<file path="src/rtl/mt_pkg.sv">
package mt_pkg;
  localparam int BUS_W        = 32;
  localparam int CSR_W        = 16;
  localparam int NUM_DIV      = 4;
  localparam int DIV_BASE_LOG = 3;
  localparam int DIV_STEP_LOG = 2;
  localparam int PRE_W        = DIV_BASE_LOG + DIV_STEP_LOG * (NUM_DIV - 1);
  localparam int WRAP_FLAG_POS = 14;

  typedef enum logic [1:0] {
    RSEL_CSR   = 2'd0,
    RSEL_COUNT = 2'd1,
    RSEL_LIMIT = 2'd2,
    RSEL_RUN   = 2'd3
  } rsel_e;

  function automatic int match_flag_pos(int cw);
    return (cw == 16) ? 7 : 15;
  endfunction

  function automatic int irq_en_pos(int cw);
    return (cw == 16) ? 6 : 5;
  endfunction

  function automatic bit has_wrap_flag(int cw);
    return cw != 16;
  endfunction
endpackage

</file>
<file path="src/rtl/mt_prescaler.sv">
module mt_prescaler
  import mt_pkg::*;
(
  input  logic               clk,
  input  logic               rst_n,
  output logic [NUM_DIV-1:0] tick
);
  logic [PRE_W-1:0] pre_q;

  always_ff @(posedge clk or negedge rst_n) begin
    if (!rst_n) pre_q <= '0;
    else        pre_q <= pre_q + PRE_W'(1);
  end

  // one pulse per divider period, taken from the low bits all being ones
  for (genvar k = 0; k < NUM_DIV; k++) begin : g_div
    localparam int LW = DIV_BASE_LOG + DIV_STEP_LOG * k;
    assign tick[k] = &pre_q[LW-1:0];
  end
endmodule

</file>
<file path="src/rtl/mt_counter.sv">
module mt_counter #(
  parameter int CNT_W = 32
) (
  input  logic             clk,
  input  logic             rst_n,
  input  logic             step,
  input  logic             load_cnt,
  input  logic             load_lim,
  input  logic [CNT_W-1:0] wdata,
  output logic [CNT_W-1:0] cnt_o,
  output logic [CNT_W-1:0] lim_o,
  output logic             hit_o,
  output logic             wrap_o
);
  logic [CNT_W-1:0] cnt_q, lim_q;
  logic             at_top;

  assign at_top = (cnt_q == {CNT_W{1'b1}});
  assign hit_o  = step && (cnt_q == lim_q);
  assign wrap_o = step && !hit_o && at_top;

  always_ff @(posedge clk or negedge rst_n) begin
    if (!rst_n) begin
      cnt_q <= '0;
    end else if (load_cnt) begin
      cnt_q <= wdata;
    end else if (hit_o || wrap_o) begin
      cnt_q <= '0;
    end else if (step) begin
      cnt_q <= cnt_q + CNT_W'(1);
    end
  end

  always_ff @(posedge clk or negedge rst_n) begin
    if (!rst_n)        lim_q <= '1;
    else if (load_lim) lim_q <= wdata;
  end

  assign cnt_o = cnt_q;
  assign lim_o = lim_q;
endmodule

</file>
<file path="src/rtl/mt_csr.sv">
module mt_csr
  import mt_pkg::*;
#(
  parameter int CNT_W = 32
) (
  input  logic             clk,
  input  logic             rst_n,
  input  logic             wr,
  input  logic [CSR_W-1:0] wdata,
  input  logic             hit,
  input  logic             wrap,
  output logic [CSR_W-1:0] csr_o,
  output logic [1:0]       sel_o,
  output logic             irq_o
);
  localparam int MFP  = match_flag_pos(CNT_W);
  localparam int IEP  = irq_en_pos(CNT_W);
  localparam bit HASW = has_wrap_flag(CNT_W);
  localparam logic [CSR_W-1:0] FLAG_MASK =
    (CSR_W'(1) << MFP) | (HASW ? (CSR_W'(1) << WRAP_FLAG_POS) : '0);

  logic [CSR_W-1:0] plain_q;
  logic             mflag_q;
  logic             wflag;

  always_ff @(posedge clk or negedge rst_n) begin
    if (!rst_n)  plain_q <= '0;
    else if (wr) plain_q <= wdata & ~FLAG_MASK;
  end

  // flags: writing zero clears, writing one keeps, a new event wins
  always_ff @(posedge clk or negedge rst_n) begin
    if (!rst_n)  mflag_q <= 1'b0;
    else if (wr) mflag_q <= (mflag_q & wdata[MFP]) | hit;
    else         mflag_q <= mflag_q | hit;
  end

  if (HASW) begin : g_wrap
    logic wflag_q;
    always_ff @(posedge clk or negedge rst_n) begin
      if (!rst_n)  wflag_q <= 1'b0;
      else if (wr) wflag_q <= (wflag_q & wdata[WRAP_FLAG_POS]) | wrap;
      else         wflag_q <= wflag_q | wrap;
    end
    assign wflag = wflag_q;
  end else begin : g_nowrap
    logic unused_wrap;
    assign unused_wrap = wrap;
    assign wflag = 1'b0;
  end

  always_comb begin
    csr_o      = plain_q;
    csr_o[MFP] = mflag_q;
    if (HASW) csr_o[WRAP_FLAG_POS] = wflag;
  end

  assign sel_o = plain_q[1:0];
  assign irq_o = (mflag_q | wflag) & plain_q[IEP];
endmodule

</file>
<file path="src/rtl/match_timer.sv">
module match_timer
  import mt_pkg::*;
#(
  parameter int NUM_CH = 2,
  parameter int CNT_W  = 32,
  localparam int CH_W   = (NUM_CH > 1) ? $clog2(NUM_CH) : 1,
  localparam int ADDR_W = CH_W + 2
) (
  input  logic              clk,
  input  logic              rst_n,
  input  logic              bus_wr,
  input  logic [ADDR_W-1:0] bus_addr,
  input  logic [BUS_W-1:0]  bus_wdata,
  output logic [BUS_W-1:0]  bus_rdata,
  output logic [NUM_CH-1:0] irq
);
  localparam int MFP = match_flag_pos(CNT_W);
  localparam int IEP = irq_en_pos(CNT_W);

  rsel_e                         rsel;
  logic [CH_W-1:0]               ch_idx;
  logic [NUM_DIV-1:0]            tick;
  logic [NUM_CH-1:0]             run_q;
  logic [NUM_CH-1:0]             step_a, ld_cnt_a, ld_lim_a, wr_csr_a;
  logic [NUM_CH-1:0]             mflag_a, ien_a;
  logic [NUM_CH-1:0][CNT_W-1:0]  cnt_a, lim_a;
  logic [NUM_CH-1:0][CSR_W-1:0]  csr_a;
  logic [NUM_CH-1:0][1:0]        sel_a;
  logic [NUM_CH-1:0]             hit_a, wrap_a;

  assign rsel   = rsel_e'(bus_addr[1:0]);
  assign ch_idx = bus_addr[ADDR_W-1:2];

  mt_prescaler u_pre (
    .clk   (clk),
    .rst_n (rst_n),
    .tick  (tick)
  );

  // shared run register, one bit per channel
  always_ff @(posedge clk or negedge rst_n) begin
    if (!rst_n)                          run_q <= '0;
    else if (bus_wr && rsel == RSEL_RUN) run_q <= bus_wdata[NUM_CH-1:0];
  end

  for (genvar i = 0; i < NUM_CH; i++) begin : g_ch
    logic hit_me;
    assign hit_me      = (ch_idx == CH_W'(i));
    assign wr_csr_a[i] = bus_wr && hit_me && (rsel == RSEL_CSR);
    assign ld_cnt_a[i] = bus_wr && hit_me && (rsel == RSEL_COUNT);
    assign ld_lim_a[i] = bus_wr && hit_me && (rsel == RSEL_LIMIT);
    assign step_a[i]   = run_q[i] && tick[sel_a[i]];

    mt_counter #(.CNT_W(CNT_W)) u_cnt (
      .clk      (clk),
      .rst_n    (rst_n),
      .step     (step_a[i]),
      .load_cnt (ld_cnt_a[i]),
      .load_lim (ld_lim_a[i]),
      .wdata    (bus_wdata[CNT_W-1:0]),
      .cnt_o    (cnt_a[i]),
      .lim_o    (lim_a[i]),
      .hit_o    (hit_a[i]),
      .wrap_o   (wrap_a[i])
    );

    mt_csr #(.CNT_W(CNT_W)) u_csr (
      .clk   (clk),
      .rst_n (rst_n),
      .wr    (wr_csr_a[i]),
      .wdata (bus_wdata[CSR_W-1:0]),
      .hit   (hit_a[i]),
      .wrap  (wrap_a[i]),
      .csr_o (csr_a[i]),
      .sel_o (sel_a[i]),
      .irq_o (irq[i])
    );

    assign mflag_a[i] = csr_a[i][MFP];
    assign ien_a[i]   = csr_a[i][IEP];
  end

  always_comb begin
    bus_rdata = '0;
    if (rsel == RSEL_RUN) begin
      bus_rdata[NUM_CH-1:0] = run_q;
    end else begin
      for (int i = 0; i < NUM_CH; i++) begin
        if (ch_idx == CH_W'(i)) begin
          case (rsel)
            RSEL_CSR:   bus_rdata[CSR_W-1:0] = csr_a[i];
            RSEL_COUNT: bus_rdata[CNT_W-1:0] = cnt_a[i];
            RSEL_LIMIT: bus_rdata[CNT_W-1:0] = lim_a[i];
            default:    bus_rdata = '0;
          endcase
        end
      end
    end
  end
endmodule

</file>
<file path="config.mk">
export PLATFORM = sky130hd
export DESIGN_NAME = match_timer
export DESIGN_NICKNAME = d
export VERILOG_FILES = /design/src/rtl/mt_pkg.sv /design/src/rtl/mt_prescaler.sv /design/src/rtl/mt_counter.sv /design/src/rtl/mt_csr.sv /design/src/rtl/match_timer.sv
export SDC_FILE = /design/constraint.sdc
export NUM_CORES = 1
export LEC_CHECK = 0
export BUFFER_PORTS_ARGS = -buffer_cell sky130_fd_sc_hd__buf_2
export CAP_MARGIN = 20
export CORE_ASPECT_RATIO = 1.1
export CORE_UTILIZATION = 49
export DETAILED_ROUTE_END_ITERATION = 10
export PLACE_DENSITY = 0.76
export SLEW_MARGIN = 20
export SYNTH_ARGS = -nofsm -noshare
export SYNTH_HDL_FRONTEND = slang
export SYNTH_SLANG_ARGS = --single-unit
</file>
<file path="constraint.sdc">
create_clock -name clk -period 2.61 [get_ports clk]
set_clock_uncertainty 0.2 [all_clocks]
set_input_delay 0.3915 -clock clk [delete_from_list [all_inputs] [get_ports clk]]
set_output_delay 0.3915 -clock clk [all_outputs]
set_load 0.005 [all_outputs]
</file>
==> results.md, run 1 <==
- Met2 usage in global routing: 0.505
- Run status: complete, but fails checks
- Total core area: 20500 sq um
- Total half-perimeter wirelength after legalization and detailed placement: 24900 um
- Setup TNS Final: -0.00873 ns
- Initial core utilization: 0.500
- Destination of the worst register-to-register timing path: g_ch[1].u_cnt.cnt_o[17]
- Peak ir drop on the vdd network: 562 uV
- Number of instances on the worst hold path: 3
- Count of H-tree levels built during CTS: 4
- Height of the die: 154 um
- Pre-Repair DR Iteration Count: 8
- Critical Path Sink Type: flip-flop
- Multi-input logic area: 5870 sq um
- Overall via count from detail_route: 9413
- Number of global-route vias before repair: 8938
- Synthesized area per cell: 10.0 sq um
- Final Power: 9.66 mW
- Unrepaired setup endpoints after global routing: yes
- Number of antenna violations at the first check in global routing: 0
- Worst-case setup slack after placement: -0.111 ns
- TritonCTS clock tree: yes
- Die area: 21500 sq um
- Data arrival time at the worst-slack endpoint: 2.77 ns
- Max Freq: 0.382 GHz
- Placement row count: 55
- CTS buffer count: 17
- Path class of the lowest-slack min-delay path: in -> reg
- Power density normalized to cell area: 761 nW/um^2
- Number of cells produced by synthesis: 1025
- Synth warnings: 0
- Final hold violation count: 0
- Worst Tran Pin Value: 0.584 ns
- PortBufs: 71
- Cell depth of the worst flop-to-flop path: 12
- Crit path max fanout: 8
- Sum of overflow across all layers after global routing: 0
- CTS max path bufs: 2
- Period utilisation layout: 1.00
- Share of layout cells above drive strength 1: 0.409
- Failing checks: setup timing
- Antenna fix cells: 0
- Max cap viols: 0
- GRT met1 Usage: 0.439
- Crit Reg-Reg Startpoint: u_pre.pre_q[0]
- Required time reported for the critical path endpoint: 2.77 ns
- Critical path capture point: g_ch[1].u_cnt.cnt_o[17]
- Worst setup path start: u_pre.pre_q[0]
- Post-layout min period: 2.62 ns
- Global routing usage summed across all routing layers: 0.319
- Routing layer with the top usage in global route: met2
- Die X: 140 um
- Storage element area: 4360 sq um
- Average wire length per cell after detail routing: 24.3 um
- Slack of the critical path: -0.00634 ns
- Number of design rule violations left after detail routing: 0
- Type of the setup path with the least slack: reg -> reg
- CP Launch Type: flip-flop
- Nets@finish: 1199
- Async set or reset register ratio after synthesis: 1.00
- Min Hold Slack: 0.0448 ns
- CTS root buf: sky130_fd_sc_hd__clkbuf_16
- Global-route wire length before repair: 52000 um
- Total number of clock tree sinks: 171
- Number of vias per cell: 6.63
- Sequential-to-total area share from yosys stat: 0.425
- Number of primary I/O pins: 72
- ANT nets after route: 0
- Most used flip-flop cell after synthesis: sky130_fd_sc_hd__dfrtp_1
- RePlAce Congestion: 0.998
- Synthesis-to-layout area growth: 23.8%
- Yosys cell types: 70
- Max-Slew Margin vs Limit: 0.607
- Flip-flop and latch count after synthesis: 171
- Net count after synthesis: 1073
- Max-slew violation count: 0
- Cell area after synthesis: 10300 sq um
- CTS clock-pin slew for the worst setup and hold paths: 0.08 ns
- Highest-count cells in the layout ignoring fill and taps: sky130_fd_sc_hd__dfrtp_1 (107), sky130_fd_sc_hd__buf_4 (107), sky130_fd_sc_hd__mux2_2 (97), sky130_fd_sc_hd__nand2_1 (86), sky130_fd_sc_hd__xnor2_1 (75)
- Number of flops mapped to enable cells by yosys: 0
- Final setup fails: 2
- Total Routed Length: 34500 um
- Final Core Density: 0.619
- Violation count after the first detailed-route iteration: 1432
- Source-to-sink clock delay at the later pin of the worst-skew pair: 0.45 ns
- Flop2flop setup slack: -0.006 ns
- Leakage power of the design: 5.15 nW
- Fillcell total: 1655
- Largest net degree at the start of global routing: 51
- Met3 usage in global routing: 0.0461
[layout make-up]
type                            instances  share of cell area
Multi-Input combinational cell        750               0.463
Sequential cell                       171               0.343
Timing Repair Buffer                  196               0.115
Clock buffer                           17              0.0335
Tap cell                              256              0.0252
Clock inverter                         15              0.0159
Inverter                               15             0.00443
[cells in the mapped netlist, drive strengths merged (4+ instances only)]
cell | n | area (sq um)
a211oi | 15 | 113
a21oi | 30 | 154
a222oi | 34 | 340
a22o | 14 | 123
a22oi | 30 | 225
a31oi | 8 | 50.1
a41o | 4 | 40.0
and2 | 6 | 37.5
and3 | 15 | 95.1
buf | 29 | 174
clkbuf | 59 | 241
dfrtp | 107 | 2680
dfstp | 64 | 1680
ha | 10 | 125
inv | 15 | 56.3
mux2 | 98 | 1100
mux2i | 4 | 40.0
nand2 | 90 | 340
nand3 | 39 | 200
nand4 | 43 | 303
nor2 | 36 | 135
nor2b | 18 | 113
nor3 | 18 | 90.1
nor3b | 4 | 35.0
nor4 | 14 | 130
o21a | 8 | 60.1
o21ai | 62 | 310
o22ai | 12 | 75.1
o31a | 9 | 80.1
o31ai | 12 | 90.1
or3 | 7 | 43.8
xnor2 | 76 | 666
[through the flow]
stage                     std cells  cell area, sq um
after global routing           1420             12700
after floorplan                1025             10300
after global placement         1380             11500
after detailed placement       1380             11500
after CTS                      1415             12200
final                          1420             12700
[worst max-delay path: stages (launching register included)]
cell	delay, ns
sky130_fd_sc_hd__dfrtp_1	0.41
sky130_fd_sc_hd__ha_4	0.18
sky130_fd_sc_hd__nand3_4	0.10
sky130_fd_sc_hd__inv_2	0.06
sky130_fd_sc_hd__ha_4	0.15
sky130_fd_sc_hd__mux2_4	0.28
sky130_fd_sc_hd__o21ai_4	0.20
sky130_fd_sc_hd__nor2_4	0.06
sky130_fd_sc_hd__buf_6	0.12
sky130_fd_sc_hd__nand4_1	0.13
sky130_fd_sc_hd__nand3_4	0.18
sky130_fd_sc_hd__buf_12	0.20
sky130_fd_sc_hd__o31ai_4	0.23
[kinds of logic after synthesis]
logic type | count (synthesis) | synth area share
adders and majority gates | 10 | 0.0122
xor gates and xnor gates | 78 | 0.0666
muxes | 102 | 0.112
DFF | 171 | 0.425
buffers and inverters | 104 | 0.0469
AOI/OAI and AO/OA | 262 | 0.183
and+or+nand+nor | 298 | 0.154
[power breakdown]
group | internal (mW) | switching (mW) | total [mW]
registers | 3.36 | 0.712 | 4.07
logic | 1.39 | 1.42 | 2.82
clock network | 1.55 | 1.22 | 2.77
[state kept, by name, summed over array words and instances (netlist names)]
register and count:
g_ch.u_cnt.cnt_o 64, g_ch.u_cnt.lim_o 64, g_ch.u_csr.g_wrap.wflag_q 2, g_ch.u_csr.mflag_q 2, g_ch.u_csr.plain_q 28, run_q 2
u_pre.pre_q 9
[metal layers]
layer  share of wire  vias to the layer above  wire, um
li1                -                     4127         -
met1            0.42                     4665     14400
met2            0.47                      527     16100
met3           0.074                       94      2570
met4           0.041                        0      1410
met5               0                        -         0
[worst min-delay path by stage]
| stage | start | to | slack (ns) |
|---|---|---|---|
| final | bus_wdata[27] | g_ch[1].u_cnt.cnt_o[27] | 0.04 |
| after floorplan | rst_n | g_ch[0].u_cnt.cnt_o[0] | -0.10 |
| after detailed placement | rst_n | g_ch[0].u_cnt.cnt_o[26] | 0.18 |
| after CTS | bus_wdata[27] | g_ch[1].u_cnt.cnt_o[27] | 0.03 |
| after global placement | rst_n | g_ch[0].u_cnt.cnt_o[26] | 0.18 |
| after global routing | bus_wdata[27] | g_ch[1].u_cnt.cnt_o[27] | 0.03 |
[repair_timing]
action,CTS,global route
endpoints found under the hold margin,29,0
endpoints found under the setup margin,62,66
buffers inserted,2,3
gates resized for setup,23,80
hold buffers,1,0
pin swaps,7,33
gates cloned,0,2
Note: power is estimated with default switching activity, not from simulation.
==> run 2: changes to the inputs <==
--- a/config.mk
+++ b/config.mk
@@ -10,8 +10,8 @@
 export CORE_ASPECT_RATIO = 1.1
 export CORE_UTILIZATION = 49
 export DETAILED_ROUTE_END_ITERATION = 10
-export PLACE_DENSITY = 0.76
-export SLEW_MARGIN = 20
+export HOLD_SLACK_MARGIN = 0.1
+export PLACE_DENSITY = 0.67
 export SYNTH_ARGS = -nofsm -noshare
 export SYNTH_HDL_FRONTEND = slang
 export SYNTH_SLANG_ARGS = --single-unit
==> results.md, run 2 (same netlist as run 1, synthesis figures left out) <==
- Crit path max fanout: 7 (-1)
- Violation count after the first detailed-route iteration: 1043 (-27%)
- CTS root buf: sky130_fd_sc_hd__clkbuf_16
- Pre-Repair DR Iteration Count: 6 (-2)
- Synthesis-to-layout area growth: 24.3%
- Placement row count: 55 (unchanged)
- Required time reported for the critical path endpoint: 2.72 ns (-0.05 ns)
- Path class of the lowest-slack min-delay path: in -> reg
- Total half-perimeter wirelength after legalization and detailed placement: 25300 um (+1.4%)
- Leakage power of the design: 5.17 nW (+0.46%)
- TritonCTS clock tree: yes
- Nets@finish: 1233 (+2.8%)
- Final Core Density: 0.621 (+0.00226)
- Total core area: 20500 sq um (unchanged)
- ANT nets after route: 0 (unchanged)
- Number of vias per cell: 6.42 (-3.2%)
- CTS clock-pin slew for the worst setup and hold paths: 0.07 ns (about the same)
- Power density normalized to cell area: 751 nW/um^2 (-1.3%)
- Max Freq: 0.383 GHz (+0.29%)
- Leading cell type in the layout, fill and taps excluded: sky130_fd_sc_hd__buf_4
- Number of design rule violations left after detail routing: 0 (unchanged)
- Initial core utilization: 0.500 (unchanged)
- Final setup fails: 0 (-2)
- Sum of overflow across all layers after global routing: 0 (unchanged)
- Worst Tran Pin Value: 0.532 ns (-0.0519 ns)
- Height of the die: 154 um (unchanged)
- Number of primary I/O pins: 72 (unchanged)
- Period utilisation layout: 0.999 (-0.00294)
- Final hold violation count: 0 (unchanged)
- RePlAce Congestion: 0.939 (-6.0%)
- Count of H-tree levels built during CTS: 4 (unchanged)
- CTS max path bufs: 2 (unchanged)
- Global-route wire length before repair: 52700 um (+1.2%)
- Post-route non-filler standard cell count: 1454 (+2.4%)
- Max-slew violation count: 0 (unchanged)
- Die X: 140 um (unchanged)
- Cell count after placement: 1385 (+0.36%)
- Setup TNS Final: 0 ns (+0.00873 ns)
- Critical Path Sink Type: flip-flop
- Min Hold Slack: 0.114 ns (+0.0689 ns)
- Total number of clock tree sinks: 171 (unchanged)
- Overall via count from detail_route: 9334 (-0.84%)
- Final Power: 9.57 mW (-0.89%)
- CP Launch Type: flip-flop
- Share of layout cells above drive strength 1: 0.376 (-0.0325)
- PortBufs: 71 (unchanged)
- Largest net degree at the start of global routing: 52 (+2.0%)
- Peak ir drop on the vdd network: 451 uV (-20%)
- Number of antenna violations at the first check in global routing: 0 (unchanged)
- Die area: 21500 sq um (unchanged)
- Source-to-sink clock delay at the later pin of the worst-skew pair: 0.44 ns (about the same)
- Post-layout min period: 2.61 ns (-0.00768 ns)
- Run status: complete, no violations
- Total Routed Length: 34700 um (+0.47%)
- Global routing usage summed across all routing layers: 0.327 (+0.00782)
- Number of global-route vias before repair: 9061 (+1.4%)
- Type of the setup path with the least slack: reg -> reg
- CTS buffer count: 17 (unchanged)
- Antenna fix cells: 0 (unchanged)
- Highest-count cells in the layout ignoring fill and taps: sky130_fd_sc_hd__buf_4 (118), sky130_fd_sc_hd__dfrtp_1 (107), sky130_fd_sc_hd__mux2_2 (97), sky130_fd_sc_hd__nand2_1 (87), sky130_fd_sc_hd__xnor2_1 (71)
- Data arrival time at the worst-slack endpoint: 2.72 ns (-0.05 ns)
- Average wire length per cell after detail routing: 23.9 um (-1.9%)
- Unrepaired setup endpoints after global routing: yes
- Max-Slew Margin vs Limit: 0.642 (+0.0349)
- Max cap viols: 0 (unchanged)
-- run 2: changes by cell type in the layout (fill, tap and decap cells not counted), sizes merged --
cell	change
inv	-6
clkinv	+1
dlygate4sd3	+28
buf	+8
clkinvlp	+3
-- run 2: path summary, 6_finish.rpt --
path / depth (start not counted) / startpoint / slack, ns / end
setup / recovery: 12 / u_pre.pre_q[1] / 0.001 / g_ch[1].u_cnt.cnt_o[25]
hold / removal: 3 / bus_wdata[8] / 0.11 / g_ch[1].u_cnt.cnt_o[8]
setup reg to reg: 12 / u_pre.pre_q[1] / 0.001 / g_ch[1].u_cnt.cnt_o[25]
hold reg to reg: 1 / u_pre.pre_q[6] / 0.28 / u_pre.pre_q[6]
max in group asynchronous: 3 / rst_n / 1.29 / g_ch[0].u_cnt.lim_o[28]
min in group asynchronous: 2 / rst_n / 0.21 / g_ch[1].u_cnt.cnt_o[27]
-- run 2: worst max-delay path, cell delays in order, from the launching register on --
cell,delay [ns]
sky130_fd_sc_hd__dfrtp_1,0.40
sky130_fd_sc_hd__ha_4,0.17
sky130_fd_sc_hd__nand3_4,0.08
sky130_fd_sc_hd__nor3_2,0.20
sky130_fd_sc_hd__ha_2,0.25
sky130_fd_sc_hd__nand2_1,0.08
sky130_fd_sc_hd__o311a_1,0.18
sky130_fd_sc_hd__nor2_2,0.17
sky130_fd_sc_hd__buf_6,0.12
sky130_fd_sc_hd__buf_4,0.14
sky130_fd_sc_hd__nand3_1,0.13
sky130_fd_sc_hd__nor3b_1,0.29
sky130_fd_sc_hd__a211oi_2,0.06
-- run 2: timing repair --
item / 4_1_cts / 5_1_grt
endpoints found under the hold margin: 162 / 0
gates resized for setup: 7 / 45
setup endpoints to repair: 28 / 64
setup buffers: 0 / 8
hold buffers: 29 / 0
cloned: 0 / 0
pin swaps: 1 / 10
-- run 2: layer usage --
metal | global-route usage | part of all wire | wire (um)
met5 | 0 | 0 | 0
met4 | 0.172 | 0.051 | 1760
met3 | 0.0517 | 0.071 | 2470
met2 | 0.509 | 0.46 | 15900
met1 | 0.439 | 0.42 | 14500
-- run 2: metrics by stage --
step | area (sq um) | worst slack, ns
2_1_floorplan | 10300 | 0.00267
3_3_place_gp | 11500 | -0.136
3_5_place_dp | 11500 | -0.0434
4_1_cts | 12500 | -0.00694
5_1_grt | 12700 | -0.130
6_report | 12700 | 0.00134
-- run 2: power by group --
group | internal [mW] | leakage (nW) | switching [mW]
Combinational | 1.42 | 2.94 | 1.42
Clock | 1.54 | 0.286 | 1.14
Sequential | 3.36 | 1.95 | 0.694
-- run 2: layout make-up --
type	count	area, sq um
well taps	256	320
inverters	15	56.3
fillers	1728	7760
clock buffers	19	443
clock inverters	13	165
flip-flops and latches	171	4360
repair buffers	230	1730
multi-input cells	750	5670
